File: src/rtl/tdc_ts_pkg.sv
package tdc_ts_pkg;

  // Strobes issued by control to the datapath for the current hit.
  typedef struct packed {
    logic load;   // accept the hit into the output register
    logic drop;   // good hit lost to a stalled output
    logic bad;    // capture without a single clean transition
  } tsStrobe_t;

endpackage

File: src/rtl/tdc_fine_encoder.sv
module tdc_fine_encoder #(
  parameter int N = 128,
  localparam int W = $clog2(N)
) (
  input  logic [N-1:0] tapVec,
  output logic [W-1:0] fineCode,
  output logic         codeOk
);

  logic [N-1:0] edgeVec;

  // One marker per circular 1->0 step along the line.
  for (genvar i = 0; i < N; i++) begin : g_edge
    assign edgeVec[i] = tapVec[i] & ~tapVec[(i + 1) % N];
  end

  // Exactly one marker: non-empty and a power of two.
  assign codeOk = (edgeVec != '0) && ((edgeVec & (edgeVec - 1'b1)) == '0);

  // OR-encode the marker position; exact when codeOk holds.
  always_comb begin
    fineCode = '0;
    for (int i = 0; i < N; i++) begin
      if (edgeVec[i]) fineCode = fineCode | W'(i);
    end
  end

endmodule

File: src/rtl/tdc_ts_datapath.sv
module tdc_ts_datapath
  import tdc_ts_pkg::*;
#(
  parameter int TAPS  = 32,
  parameter int SUBS  = 4,
  parameter int CNT_W = 16,
  localparam int FINE_N = TAPS * SUBS,
  localparam int FINE_W = $clog2(FINE_N),
  localparam int TS_W   = CNT_W + FINE_W
) (
  input  logic              clk,
  input  logic              rstN,
  input  logic [FINE_N-1:0] tapVec,
  input  logic [CNT_W-1:0]  cntRise,
  input  logic [CNT_W-1:0]  cntMid,
  input  tsStrobe_t         strobe,
  output logic              codeOk,
  output logic [TS_W-1:0]   tsData,
  output logic              errFlag,
  output logic              ovfFlag
);

  logic [FINE_W-1:0] fineCode;
  logic [1:0]        quadrant;
  logic [CNT_W-1:0]  coarse;

  tdc_fine_encoder #(.N(FINE_N)) u_enc (
    .tapVec  (tapVec),
    .fineCode(fineCode),
    .codeOk  (codeOk)
  );

  // Take the counter copy whose own transition is a quarter period away.
  assign quadrant = fineCode[FINE_W-1 -: 2];

  always_comb begin
    unique case (quadrant)
      2'd0:    coarse = cntMid;
      2'd3:    coarse = CNT_W'(cntMid - 1'b1);
      default: coarse = cntRise;
    endcase
  end

  always_ff @(posedge clk) begin
    if (!rstN) begin
      tsData  <= '0;
      errFlag <= 1'b0;
      ovfFlag <= 1'b0;
    end else begin
      if (strobe.load) tsData <= {coarse, fineCode};
      errFlag <= strobe.bad;
      ovfFlag <= strobe.drop;
    end
  end


  fine_edge_chk: assert property (@(posedge clk) disable iff (!rstN)
    codeOk |-> (tapVec[fineCode] && !tapVec[FINE_W'(fineCode + 1'b1)]));

endmodule

File: src/rtl/tdc_ts_control.sv
module tdc_ts_control
  import tdc_ts_pkg::*;
(
  input  logic      clk,
  input  logic      rstN,
  input  logic      hitValid,
  input  logic      codeOk,
  input  logic      tsReady,
  output tsStrobe_t strobe,
  output logic      tsValid
);

  logic busy;

  assign busy        = tsValid && !tsReady;
  assign strobe.bad  = hitValid && !codeOk;
  assign strobe.load = hitValid && codeOk && !busy;
  assign strobe.drop = hitValid && codeOk && busy;

  always_ff @(posedge clk) begin
    if (!rstN)            tsValid <= 1'b0;
    else if (strobe.load) tsValid <= 1'b1;
    else if (tsReady)     tsValid <= 1'b0;
  end


  hold_valid_chk: assert property (@(posedge clk) disable iff (!rstN)
    (tsValid && !tsReady) |=> tsValid);


  b2b_accept_chk: assert property (@(posedge clk) disable iff (!rstN)
    (hitValid && codeOk && tsValid && tsReady) |=> tsValid);

endmodule

File: src/rtl/tdc_ts_assembler.sv
module tdc_ts_assembler
  import tdc_ts_pkg::*;
#(
  parameter int TAPS  = 32,
  parameter int SUBS  = 4,
  parameter int CNT_W = 16,
  localparam int FINE_N = TAPS * SUBS,
  localparam int TS_W   = CNT_W + $clog2(FINE_N)
) (
  input  logic              clk,
  input  logic              rstN,
  input  logic              hitValid,
  input  logic [FINE_N-1:0] tapVec,
  input  logic [CNT_W-1:0]  cntRise,
  input  logic [CNT_W-1:0]  cntMid,
  input  logic              tsReady,
  output logic              tsValid,
  output logic [TS_W-1:0]   tsData,
  output logic              errFlag,
  output logic              ovfFlag
);

  tsStrobe_t strobe;
  logic      codeOk;

  tdc_ts_control u_ctrl (
    .clk     (clk),
    .rstN    (rstN),
    .hitValid(hitValid),
    .codeOk  (codeOk),
    .tsReady (tsReady),
    .strobe  (strobe),
    .tsValid (tsValid)
  );

  tdc_ts_datapath #(.TAPS(TAPS), .SUBS(SUBS), .CNT_W(CNT_W)) u_dp (
    .clk    (clk),
    .rstN   (rstN),
    .tapVec (tapVec),
    .cntRise(cntRise),
    .cntMid (cntMid),
    .strobe (strobe),
    .codeOk (codeOk),
    .tsData (tsData),
    .errFlag(errFlag),
    .ovfFlag(ovfFlag)
  );


  hold_data_chk: assert property (@(posedge clk) disable iff (!rstN)
    (tsValid && !tsReady) |=> $stable(tsData));


  bad_hit_chk: assert property (@(posedge clk) disable iff (!rstN)
    (hitValid && !codeOk) |=> (errFlag && $stable(tsData)));


  drop_chk: assert property (@(posedge clk) disable iff (!rstN)
    (hitValid && codeOk && tsValid && !tsReady) |=> (ovfFlag && tsValid && $stable(tsData)));


  flag_excl_chk: assert property (@(posedge clk) disable iff (!rstN)
    errFlag |-> !ovfFlag);

endmodule

File: config.mk
export PLATFORM = sky130hd
export DESIGN_NAME = tdc_ts_assembler
export DESIGN_NICKNAME = d
export VERILOG_FILES = /design/src/rtl/tdc_ts_pkg.sv /design/src/rtl/tdc_fine_encoder.sv /design/src/rtl/tdc_ts_datapath.sv /design/src/rtl/tdc_ts_control.sv /design/src/rtl/tdc_ts_assembler.sv
export SDC_FILE = /design/constraint.sdc
export NUM_CORES = 1
export LEC_CHECK = 0
export BUFFER_PORTS_ARGS = -buffer_cell sky130_fd_sc_hd__buf_4
export CAP_MARGIN = 30
export CORE_MARGIN = 3
export CORE_UTILIZATION = 50
export CTS_CLUSTER_DIAMETER = 80
export DETAILED_ROUTE_END_ITERATION = 8
export GPL_TIMING_DRIVEN = 0
export PLACE_DENSITY = 0.83
export RECOVER_POWER = 50
export SYNTH_ARGS = -nofsm -noshare
export SYNTH_HDL_FRONTEND = slang
export SYNTH_HIERARCHICAL = 1
export SYNTH_SLANG_ARGS = --single-unit
File: constraint.sdc
create_clock -name clk -period 7.6 [get_ports clk]
set_clock_uncertainty 0.1 [all_clocks]
set_input_delay 2.28 -clock clk [delete_from_list [all_inputs] [get_ports clk]]
set_output_delay 2.28 -clock clk [all_outputs]
set_load 0.005 [all_outputs]
==> out/results.tsv, run 1 <==
stage	metric	value	unit
outcome	status	complete, but fails checks	
outcome	failing checks	setup timing	
finish	final core utilization	0.662	
setup_path	crit-path max FO	10	
finish	area grow syn2layout	28.1	%
power_and_ir_drop	clock power share	0.210	
place	dpl ws	-557	ps
grt	initial antenna violation count	1	
cts	Reg clk slew, reported paths	70	ps
setup_path	CP arrival	7720	ps
finish	layout cells sized above 1	0.225	
grt	GRT overflow	0	
setup_path	Top Family by Delay on Critical Path	simple AND/OR/NAND/NOR gates	
setup_path	Worst R2R End	u_dp/tsData[22]$_SDFFE_PN0P_	
cts	CTS root buffer	clkbuf_16	
timing	setup TNS	-126	ps
timing	RSZ-0062 raised after global routing	false	
die	I/O pins	190	
timing	Fmax	130	MHz
timing	Worst-Margin Slew	859	ps
power_and_ir_drop	sequential share of power	0.220	
yosys	synthesis-stage register bit count	26	
grt	pin count of the biggest net entering global routing	15	
power_and_ir_drop	Worst VDD drop	0.0792	mV
cts	clock tree from TritonCTS	done	
timing	Max-slew headroom	0.413	
detailed_routing	Total Routed Length	31200	microns
yosys	synthesized instance count	967	
setup_path	Req. time, crit path	7650	ps
yosys	sequential area share after synthesis	0.0828	
run	number of max-cap violations	0	
timing	Hold Vio Cnt, Final	0	
die	Core Area	0.0122	sq mm
cts	CTS Sinks	26	
grt	first-pass GRT wire length	46800	microns
place	HPWL after DPL	25800	microns
die	Die W	118	microns
place	GPL Wtd Cong	1.10	
timing	Tmin final	7670	ps
die	full die area	0.0139	sq mm
min_path	WHS Endpoint	u_dp/tsData[11]$_SDFFE_PN0P_	
setup_path	Critical Path Source Type	input port	
die	Cell Rows	40	
min_path	critical hold path startpoint	u_dp/tsData[11]$_SDFFE_PN0P_	
grt	vias in the first global route	8324	
die	initial core utilization	0.517	
timing	final setup fails	3	
setup_path	CP Capture Type	flop	
grt	Total GRT Usage	0.415	
setup_path	r2r setup slk	5810	ps
detailed_routing	Vias	9432	
yosys	Main synth FF type	dfxtp_1	
setup_path	RR Startpoint	u_ctrl/tsValid$_SDFFE_PN0P_	
yosys	yosys warns	6	
setup_path	Worst Reg2Reg Path Length in Cells	8	
detailed_routing	Initial DRT Pass Iterations	6	
yosys	Synth async-reset ratio	0	
power_and_ir_drop	switching power	262	uW
yosys	Netlist cell types	92	
yosys	EDFF count, synth	0	
detailed_routing	routed vias/inst	7.10	
cts	clk buf depth	2	
die	die height	118	microns
setup_path	Slowest cell on crit path	nor4_1	
power_and_ir_drop	combinational power share	0.570	
detailed_routing	WL/cell	23.5	microns
place	DP Area	0.00789	sq mm
timing	Pins Over Slew Limit	0	
cts	H-tree depth	1	
power_and_ir_drop	P_int	358	uW
power_and_ir_drop	Sw Share	0.423	
yosys	Post-Syn Nets	1134	
timing	worst setup margin	-71.1	ps
setup_path	CP Cell Sequence	buf_4 > nor2b_1 > nor4_4 > nand4_1 > nor3_1 > nor2_1 > or4_1 > or4_1 > nor4_1 > nand4_1 > nor4_2 > nand2_2 > nor2b_4 > buf_6 > inv_2 > buf_4 > a221oi_1 > nor2_1 > a221o_1	
power_and_ir_drop	Design Power	620	uW
power_and_ir_drop	PwrDens	76.9	mW/mm^2
detailed_routing	remaining antenna violation count	0	
place	buffers added on ports	185	
cts	Worst-Skew Late Latency	260	ps
detailed_routing	drt drc	0	
timing	Final Cycle Share	1.01	
finish	ANT cells	0	
cts	total CTS buffers	3	
setup_path	max incr delay on CP	620	ps
setup_path	Crit path depth	19	
finish	post-route cell area	0.00805	sq mm
detailed_routing	1st-iter DRT viols	1413	
min_path	hold path depth	2	
yosys	mean area per synthesized cell	6.50	sq um
setup_path	crit path buf inv count	4	
power_and_ir_drop	Leak	0.00296	uW
yosys	mapped cell area	0.00628	sq mm
min_path	worst hold path class	flop to flop	
setup_path	Setup Crit Path Kind	input port to flop	
finish	net total in the final layout	1328	
[layout by cell type (no fill, tap or decap), types with 17 or more instances in the layout]
cell	netlist	final
a21oi_1	43	43
nand2b_1	53	53
nor2_1	95	95
nor4_1	44	43
nand4_1	32	32
o31ai_1	19	17
inv_1	21	21
nand3_1	38	37
nand2_1	95	95
o21ai_0	53	53
clkbuf_4	0	25
buf_4	1	163
nor3_1	50	50
nor2b_1	95	95
dfxtp_1	26	26
a31oi_1	23	23
[tightest hold or removal path: cells and delay by family, from the launching register on]
family          cells  cell delay [ps]
flops               1              320
simple gates        1               80
compound gates      1               50
[metal layers]
| layer | up-vias | track usage | part of all wire |
|---|---|---|---|
| li1 | 4147 | - | - |
| met1 | 4251 | 0.564 | 0.39 |
| met2 | 875 | 0.629 | 0.42 |
| met3 | 157 | 0.0985 | 0.14 |
| met4 | 2 | 0.168 | 0.053 |
| met5 | - | 0 | 0.00051 |
[registers in the layout (all words and copies together), names as in the netlist]
register	flops
u_dp/errFlag	1
u_dp/ovfFlag	1
u_ctrl/tsValid	1
u_dp/tsData	23
[stage by stage]
step / std cells / hold slack, ps
3_5_place_dp: 1320 / 381
4_1_cts: 1324 / 391
2_1_floorplan: 967 / 366
6_report: 1328 / 390
5_1_grt: 1328 / 401
3_3_place_gp: 1320 / 363
[synth_stat cells (all sizes together), types with 14 or more instances]
library cell,count,area share
nand4,35,0.038
or2,18,0.018
inv,23,0.014
nand3,38,0.030
o21ai,56,0.045
dfxtp,26,0.083
nor2,96,0.059
a31oi,23,0.023
or4,17,0.022
o31ai,19,0.023
nand2b,54,0.055
nor2b,96,0.097
nor3,51,0.042
a21oi,43,0.034
nand2,98,0.060
nor4,56,0.072
clkbuf,15,0.014
and2,14,0.014
[how the worst max path moves through the flow]
stage                    start                            to  slack [ps]
global route        tapVec[23]  u_dp/tsData[13]$_SDFFE_PN0P_          20
detailed placement  tapVec[23]  u_dp/tsData[21]$_SDFFE_PN0P_        -560
floorplan           tapVec[19]  u_dp/tsData[22]$_SDFFE_PN0P_        1300
CTS                 tapVec[43]  u_dp/tsData[22]$_SDFFE_PN0P_          90
global placement    tapVec[23]  u_dp/tsData[22]$_SDFFE_PN0P_       -1210
finish              tapVec[23]  u_dp/tsData[22]$_SDFFE_PN0P_         -70
[what timing repair did]
action                                  4_1_cts  5_1_grt
buffers inserted                              0        3
resized for setup                             6        4
hold buffers                                  0        0
endpoints found under the setup margin       16       16
pin swaps                                     0        1
[kinds of logic (layout without fill, tap and decap cells)]
group                      count (synthesis)  after routing  synth area share
adders and majority gates                  3              3           0.00597
buffers and inverters                     42            235            0.0341
xor gates and xnor gates                   1              1           0.00139
AOI/OAI and AO/OA                        264            264             0.293
and+or+nand+nor                          620            620             0.566
DFF                                       26             26            0.0828
muxes                                     11             11            0.0175
[power groups by stage]
stage          Sequential, uW  Clock (uW)  Combinational, uW
2_1_floorplan             140           0                167
3_3_place_gp              140           0                329
3_5_place_dp              140           0                331
4_1_cts                   137         127                336
5_1_grt                   136         134                373
6_report                  136         130                353
[cell type report]
cell class	count	area, sq um
Buffer	19	129
Clock buffer	4	88.8
Fill cell	1120	4110
Inverter	23	86.3
Multi-Input combinational cell	899	5610
Sequential cell	26	520
Tap cell	168	210
Timing Repair Buffer	189	1410
Note: power is estimated with default switching activity, not from simulation.
==> run 2: changes to the inputs <==
CTS_BUF_LIST = sky130_fd_sc_hd__clkbuf_4   (was not set)
clock period = 7.7 ns   (was 7.6 ns; I/O delays follow)
==> run 2 against run 1 <==
  * The flow finishes with violations (DRC)
  * Largest cell class unchanged
  * Via count shrank 1.6%
  * Power shrank 12%
  * Sequential cell count is the same
  * Wire length shrank 1.0%
  * Critical path depth is the same
  * Non-clock buffer count shrank 3
  * Design area shrank 1.1%
  * Global-route usage shrank 0.30 points
==> out/results.tsv, run 2 (synthesis gave the netlist of run 1 again) <==
stage	metric	value	unit	change
timing	Tmin final	7680	ps	
timing	Fmax	130	MHz	
cts	clk buf depth	2		unchanged
grt	GRT overflow	0		unchanged
power_and_ir_drop	Leak	0.00291	uW	-1.6%
setup_path	r2r setup slk	5950	ps	+140 ps
place	HPWL after DPL	25800	microns	unchanged
cts	clock tree from TritonCTS	done		
detailed_routing	1st-iter DRT viols	1523		+7.8%
finish	fin cells	1325		-0.23%
finish	final core utilization	0.655		-0.00751
timing	setup TNS	0	ps	+126 ps
timing	Hold Vio Cnt, Final	0		unchanged
timing	Final Cycle Share	0.997		
outcome	status	complete, but fails checks		
min_path	hold path depth	2		unchanged
detailed_routing	Total Routed Length	30800	microns	-1.0%
cts	CTS Sinks	26		unchanged
timing	Max-slew headroom	0.334		-0.0783
grt	vias in the first global route	8311		-0.16%
setup_path	crit-path max FO	10		unchanged
setup_path	RR Startpoint	u_ctrl/tsValid$_SDFFE_PN0P_		
setup_path	Worst Reg2Reg Path Length in Cells	8		unchanged
setup_path	CP arrival	7820	ps	+100 ps
die	Cell Rows	40		unchanged
finish	most common cell after layout, fill and taps aside	buf_4		
die	Core Area	0.0122	sq mm	unchanged
setup_path	Worst R2R End	u_dp/tsData[22]$_SDFFE_PN0P_		
die	die height	118	microns	unchanged
detailed_routing	Vias	9279		-1.6%
finish	commonest non-fill, non-tap cells in the layout	160 x buf_4, 95 x nor2_1, 95 x nand2_1, 95 x nor2b_1		
min_path	critical hold path startpoint	u_dp/tsData[8]$_SDFFE_PN0P_		
setup_path	Req. time, crit path	7840	ps	+190 ps
setup_path	Critical Path Source Type	input port		
finish	area grow syn2layout	26.7	%	
timing	Pins Over Slew Limit	0		unchanged
timing	final setup fails	0		-3
cts	CTS root buffer	clkbuf_4		
die	I/O pins	190		unchanged
detailed_routing	routed vias/inst	7.00		-1.4%
finish	max FFs per register	23		unchanged
place	dpl cells	1320		unchanged
cts	Setup Buffers After CTS	0		unchanged
place	buffers added on ports	185		unchanged
setup_path	CP Capture Type	flop		
power_and_ir_drop	Worst VDD drop	0.0557	mV	-30%
die	full die area	0.0139	sq mm	unchanged
detailed_routing	Initial DRT Pass Iterations	9		+3
min_path	worst hold path class	flop to flop		
die	initial core utilization	0.517		unchanged
finish	layout cells sized above 1	0.221		-0.00374
detailed_routing	remaining antenna violation count	0		unchanged
cts	Reg clk slew, reported paths	160	ps	+90 ps
detailed_routing	drt drc	1		+1
run	number of max-cap violations	0		unchanged
timing	RSZ-0062 raised after global routing	false		
cts	Worst-Skew Late Latency	310	ps	+50 ps
grt	pin count of the biggest net entering global routing	15		unchanged
grt	initial antenna violation count	1		unchanged
detailed_routing	WL/cell	23.3	microns	-0.83%
outcome	failing checks	DRC		
die	Die W	118	microns	unchanged
finish	ANT cells	0		unchanged
setup_path	Setup Crit Path Kind	input port to flop		
finish	net total in the final layout	1325		-0.23%
place	GPL Wtd Cong	1.10		unchanged
cts	H-tree depth	1		unchanged
grt	Total GRT Usage	0.412		-0.00297
timing	Worst-Margin Slew	993	ps	+134 ps
cts	total CTS buffers	3		unchanged
finish	Reg with most FFs	u_dp/tsData		
grt	first-pass GRT wire length	46400	microns	-0.86%
min_path	WHS Endpoint	u_dp/tsData[8]$_SDFFE_PN0P_		
power_and_ir_drop	PwrDens	68.5	mW/mm^2	-11%
-- run 2: worst max path at each step --
| stage | cells after the start | startpoint | to | slack [ps] |
|---|---|---|---|---|
| finish | 19 | tapVec[45] | u_dp/tsData[22]$_SDFFE_PN0P_ | 20 |
| global route | 18 | tapVec[23] | u_dp/tsData[13]$_SDFFE_PN0P_ | 130 |
| CTS | 18 | tapVec[23] | u_dp/tsData[21]$_SDFFE_PN0P_ | 30 |
| detailed placement | 18 | tapVec[23] | u_dp/tsData[21]$_SDFFE_PN0P_ | -490 |
| global placement | 19 | tapVec[23] | u_dp/tsData[22]$_SDFFE_PN0P_ | -1140 |
| floorplan | 17 | tapVec[19] | u_dp/tsData[22]$_SDFFE_PN0P_ | 1370 |
-- run 2: metal layers --
layer | GRT usage | part of all wire | up-vias
met1 | 0.555 | 0.39 | 4170
met4 | 0.168 | 0.051 | 2
met3 | 0.102 | 0.14 | 122
met2 | 0.626 | 0.42 | 845
li1 | - | - | 4140
met5 | 0 | 0.00032 | -
-- run 2: report_power, final --
part | internal (uW) | switching, uW | leakage (uW)
combinational | 139 | 209 | 0.00269
sequential | 135 | 0.0561 | 0.000210
clock | 19.0 | 43.5 | 0.0000154
-- run 2: timing repair --
| item | CTS | global route |
|---|---|---|
| gates cloned | 0 | 0 |
| hold buffers | 0 | 0 |
| endpoints found under the hold margin | 0 | 0 |
| resized for setup | 3 | 6 |
| setup endpoints to repair | 14 | 15 |
| pin swaps | 0 | 0 |
-- run 2: stage by stage --
| stage | area (sq um) | setup WS (ps) | hold slack, ps | total power, uW |
|---|---|---|---|---|
| after detailed placement | 7890 | -487 | 381 | 465 |
| after global placement | 7880 | -1140 | 363 | 463 |
| after floorplan | 6280 | 1370 | 366 | 302 |
| final | 7960 | 20.5 | 401 | 545 |
| after CTS | 7940 | 33.7 | 400 | 526 |
| after global routing | 7960 | 126 | 411 | 569 |
-- run 2: cell type report --
| class | instances | area [sq um] |
|---|---|---|
| tap | 168 | 210 |
| inverter | 23 | 86.3 |
| fill | 1134 | 4200 |
| multi-input combinational | 899 | 5600 |
| sequential | 26 | 520 |
| clock inverter | 1 | 3.75 |
| clock buffer | 3 | 22.5 |
| timing repair buffer | 186 | 1390 |
| buffer | 19 | 129 |
-- run 2: worst max-delay path, stage by stage --
cell,delay (ps)
buf_4,120
nor2b_1,220
o31ai_2,610
o2111ai_1,380
nor3_4,490
nand3_2,410
a22oi_1,380
o2111ai_1,230
nor4_1,600
nand4_1,220
nor4_2,540
nand2_2,170
nor2b_4,130
buf_6,140
inv_2,40
buf_4,170
a221oi_1,210
nor2_1,80
a221o_1,340
==> run 3: changes to the inputs <==
CORE_MARGIN = 2   (was 3)
==> run 3 against run 2 <==
  * The flow now finishes without violations
  * Utilization decreased by 0.41 points
  * Sequential share of layout area about the same
  * Fmax about the same
  * Combinational power decreased by 1%
  * Worst hold slack got worse by 10 ps
  * Critical path depth unchanged
  * Power decreased by 1.2%
  * Critical path type unchanged
  * Largest cell class unchanged
==> out/results.tsv, run 3 (synthesis gave the netlist of run 1 again) <==
stage	metric	value	unit	change
outcome	status	completed		
cts	Setup Buffers After CTS	0		unchanged
cts	Worst-Skew Late Latency	310	ps	about the same
power_and_ir_drop	Leak	0.00288	uW	-1.0%
setup_path	max incr delay on CP	710	ps	+100 ps
detailed_routing	1st-iter DRT viols	1492		-2.0%
power_and_ir_drop	combinational power share	0.637		about the same
finish	area grow syn2layout	25.9	%	
detailed_routing	routed vias/inst	6.98		-0.32%
setup_path	r2r setup slk	5940	ps	about the same
setup_path	Setup Crit Path Kind	input port to flop		
cts	# hold bufs at CTS	0		unchanged
power_and_ir_drop	PwrDens	68.1	mW/mm^2	-0.61%
grt	GR Util met1	0.602		+0.0468
cts	clock tree from TritonCTS	done		
place	dpl cells	1321		+0.076%
cts	H-tree depth	1		unchanged
place	HPWL after DPL	25200	microns	-2.4%
place	buffers added on ports	185		unchanged
setup_path	CP arrival	7810	ps	about the same
power_and_ir_drop	switching power	247	uW	-2.2%
die	full die area	0.0135	sq mm	-3.4%
finish	fillcell total	1159		+2.2%
timing	Hold Vio Cnt, Final	0		unchanged
grt	met2 Use GR	0.661		+0.0349
die	Cell Rows	40		unchanged
timing	Pins Over Slew Limit	0		unchanged
timing	final setup fails	0		unchanged
timing	Fmax	130	MHz	about the same
setup_path	crit-path max FO	10		unchanged
grt	routing usage on met3	0.101		-0.00120
min_path	worst hold path class	flop to flop		
timing	setup TNS	0	ps	unchanged
detailed_routing	Vias	9242		-0.40%
finish	Reg with most FFs	u_dp/tsData		
die	initial core utilization	0.517		unchanged
finish	post-route cell area	0.00791	sq mm	-0.63%
grt	Total GRT Usage	0.432		+0.0195
grt	first-pass GRT wire length	45300	microns	-2.5%
power_and_ir_drop	P_int	291	uW	-0.40%
detailed_routing	Total Routed Length	30100	microns	-2.4%
power_and_ir_drop	Sw Share	0.459		-0.00453
die	die height	116	microns	-1.7%
place	DP Area	0.00789	sq mm	about the same
finish	layout cells sized above 1	0.216		-0.00500
die	Die W	116	microns	-1.7%
grt	GRT overflow	0		unchanged
timing	Tmin final	7670	ps	-7.20 ps
cts	total CTS buffers	3		unchanged
power_and_ir_drop	clock power share	0.113		-0.002
power_and_ir_drop	Design Power	539	uW	-1.2%
cts	CTS Sinks	26		unchanged
cts	# resized after CTS	0		-3
die	Core Area	0.0122	sq mm	unchanged
detailed_routing	WL/cell	22.7	microns	-2.3%
setup_path	Critical Path Source Type	input port		
grt	vias in the first global route	8168		-1.7%
grt	pin count of the biggest net entering global routing	14		-1
setup_path	CP Capture Type	flop		
setup_path	Top Family by Delay on Critical Path	simple AND/OR/NAND/NOR gates		
finish	net total in the final layout	1325		unchanged
finish	max FFs per register	23		unchanged
setup_path	Req. time, crit path	7840	ps	about the same
timing	RSZ-0062 raised after global routing	false		
finish	commonest non-fill, non-tap cells in the layout	160 x buf_4, 95 x nor2_1, 95 x nand2_1, 95 x nor2b_1		
setup_path	crit path buf inv count	4		unchanged
setup_path	CP Cell Sequence	buf_4 > nor2b_1 > nor4_2 > nand4_1 > nor4_1 > buf_2 > nand2_1 > o41ai_2 > o2111ai_1 > nor4_1 > nand4_1 > nor4_2 > nand2_2 > nor2b_4 > buf_6 > clkbuf_1 > nand2_1 > a211oi_1 > nor2_1		
grt	initial antenna violation count	0		-1
grt	busiest layer in global routing	met2		
timing	Worst-Margin Slew	1130	ps	+136 ps
detailed_routing	drt drc	0		-1
cts	clk buf depth	2		unchanged
setup_path	Slowest cell on crit path	nor4_1		
cts	Reg clk slew, reported paths	160	ps	about the same
timing	Max-slew headroom	0.242		-0.0923
detailed_routing	remaining antenna violation count	0		unchanged
power_and_ir_drop	Worst VDD drop	0.0403	mV	-28%
die	I/O pins	190		unchanged
cts	CTS root buffer	clkbuf_4		
timing	Final Cycle Share	0.996		about the same
run	number of max-cap violations	0		unchanged
power_and_ir_drop	sequential share of power	0.251		+0.004
detailed_routing	Initial DRT Pass Iterations	6		-3
place	GPL Wtd Cong	1.12		+2.0%
finish	fin cells	1324		-0.075%
finish	most common cell after layout, fill and taps aside	buf_4		
finish	ANT cells	0		unchanged
==> run 3: tightest hold or removal path, delay by kind of cell (launching register included) <==
| kind | cells | cell delay (ps) |
|---|---|---|
| AO/OA/AOI/OAI | 1 | 50 |
| flip-flops | 1 | 340 |
| AND/OR/NAND/NOR | 1 | 70 |
==> run 3: final timing paths <==
check,startpoint,endpoint,cells after the start
hold / removal,u_dp/tsData[14]$_SDFFE_PN0P_,u_dp/tsData[14]$_SDFFE_PN0P_,2
setup / recovery,tapVec[23],u_dp/tsData[13]$_SDFFE_PN0P_,19
hold reg to reg,u_dp/tsData[14]$_SDFFE_PN0P_,u_dp/tsData[14]$_SDFFE_PN0P_,2
setup reg to reg,u_ctrl/tsValid$_SDFFE_PN0P_,u_dp/tsData[13]$_SDFFE_PN0P_,7
==> run 3: area by class of cell <==
type,count,area (sq um),area share
Sequential cell,26,520,0.0658
Inverter,23,86.3,0.0109
Clock buffer,3,22.5,0.00285
Tap cell,168,210,0.0266
Timing Repair Buffer,186,1370,0.173
Buffer,19,129,0.0163
Multi-Input combinational cell,899,5570,0.704
==> run 3: per-layer routing <==
layer,vias up,routed length (microns)
met2,796,12600
li1,4147,-
met1,4199,12100
met3,100,4270
met4,0,1130
met5,-,0
==> run 3: metrics by stage <==
step / hold slack (ps) / utilization / setup slack (ps)
after floorplan: 366 / - / 1370
after CTS: 391 / 0.650 / 157
after global placement: 361 / 0.648 / -718
final: 390 / 0.650 / 27.7
after global routing: 421 / 0.650 / 22.9
after detailed placement: 371 / 0.649 / -167
==> run 3: power groups by stage <==
stage | clock network, uW | logic [uW] | registers (uW)
final | 60.6 | 343 | 135
after detailed placement | 0 | 325 | 138
after CTS | 60.9 | 327 | 135
after global routing | 66.7 | 363 | 135
after global placement | 0 | 323 | 138
after floorplan | 0 | 164 | 138
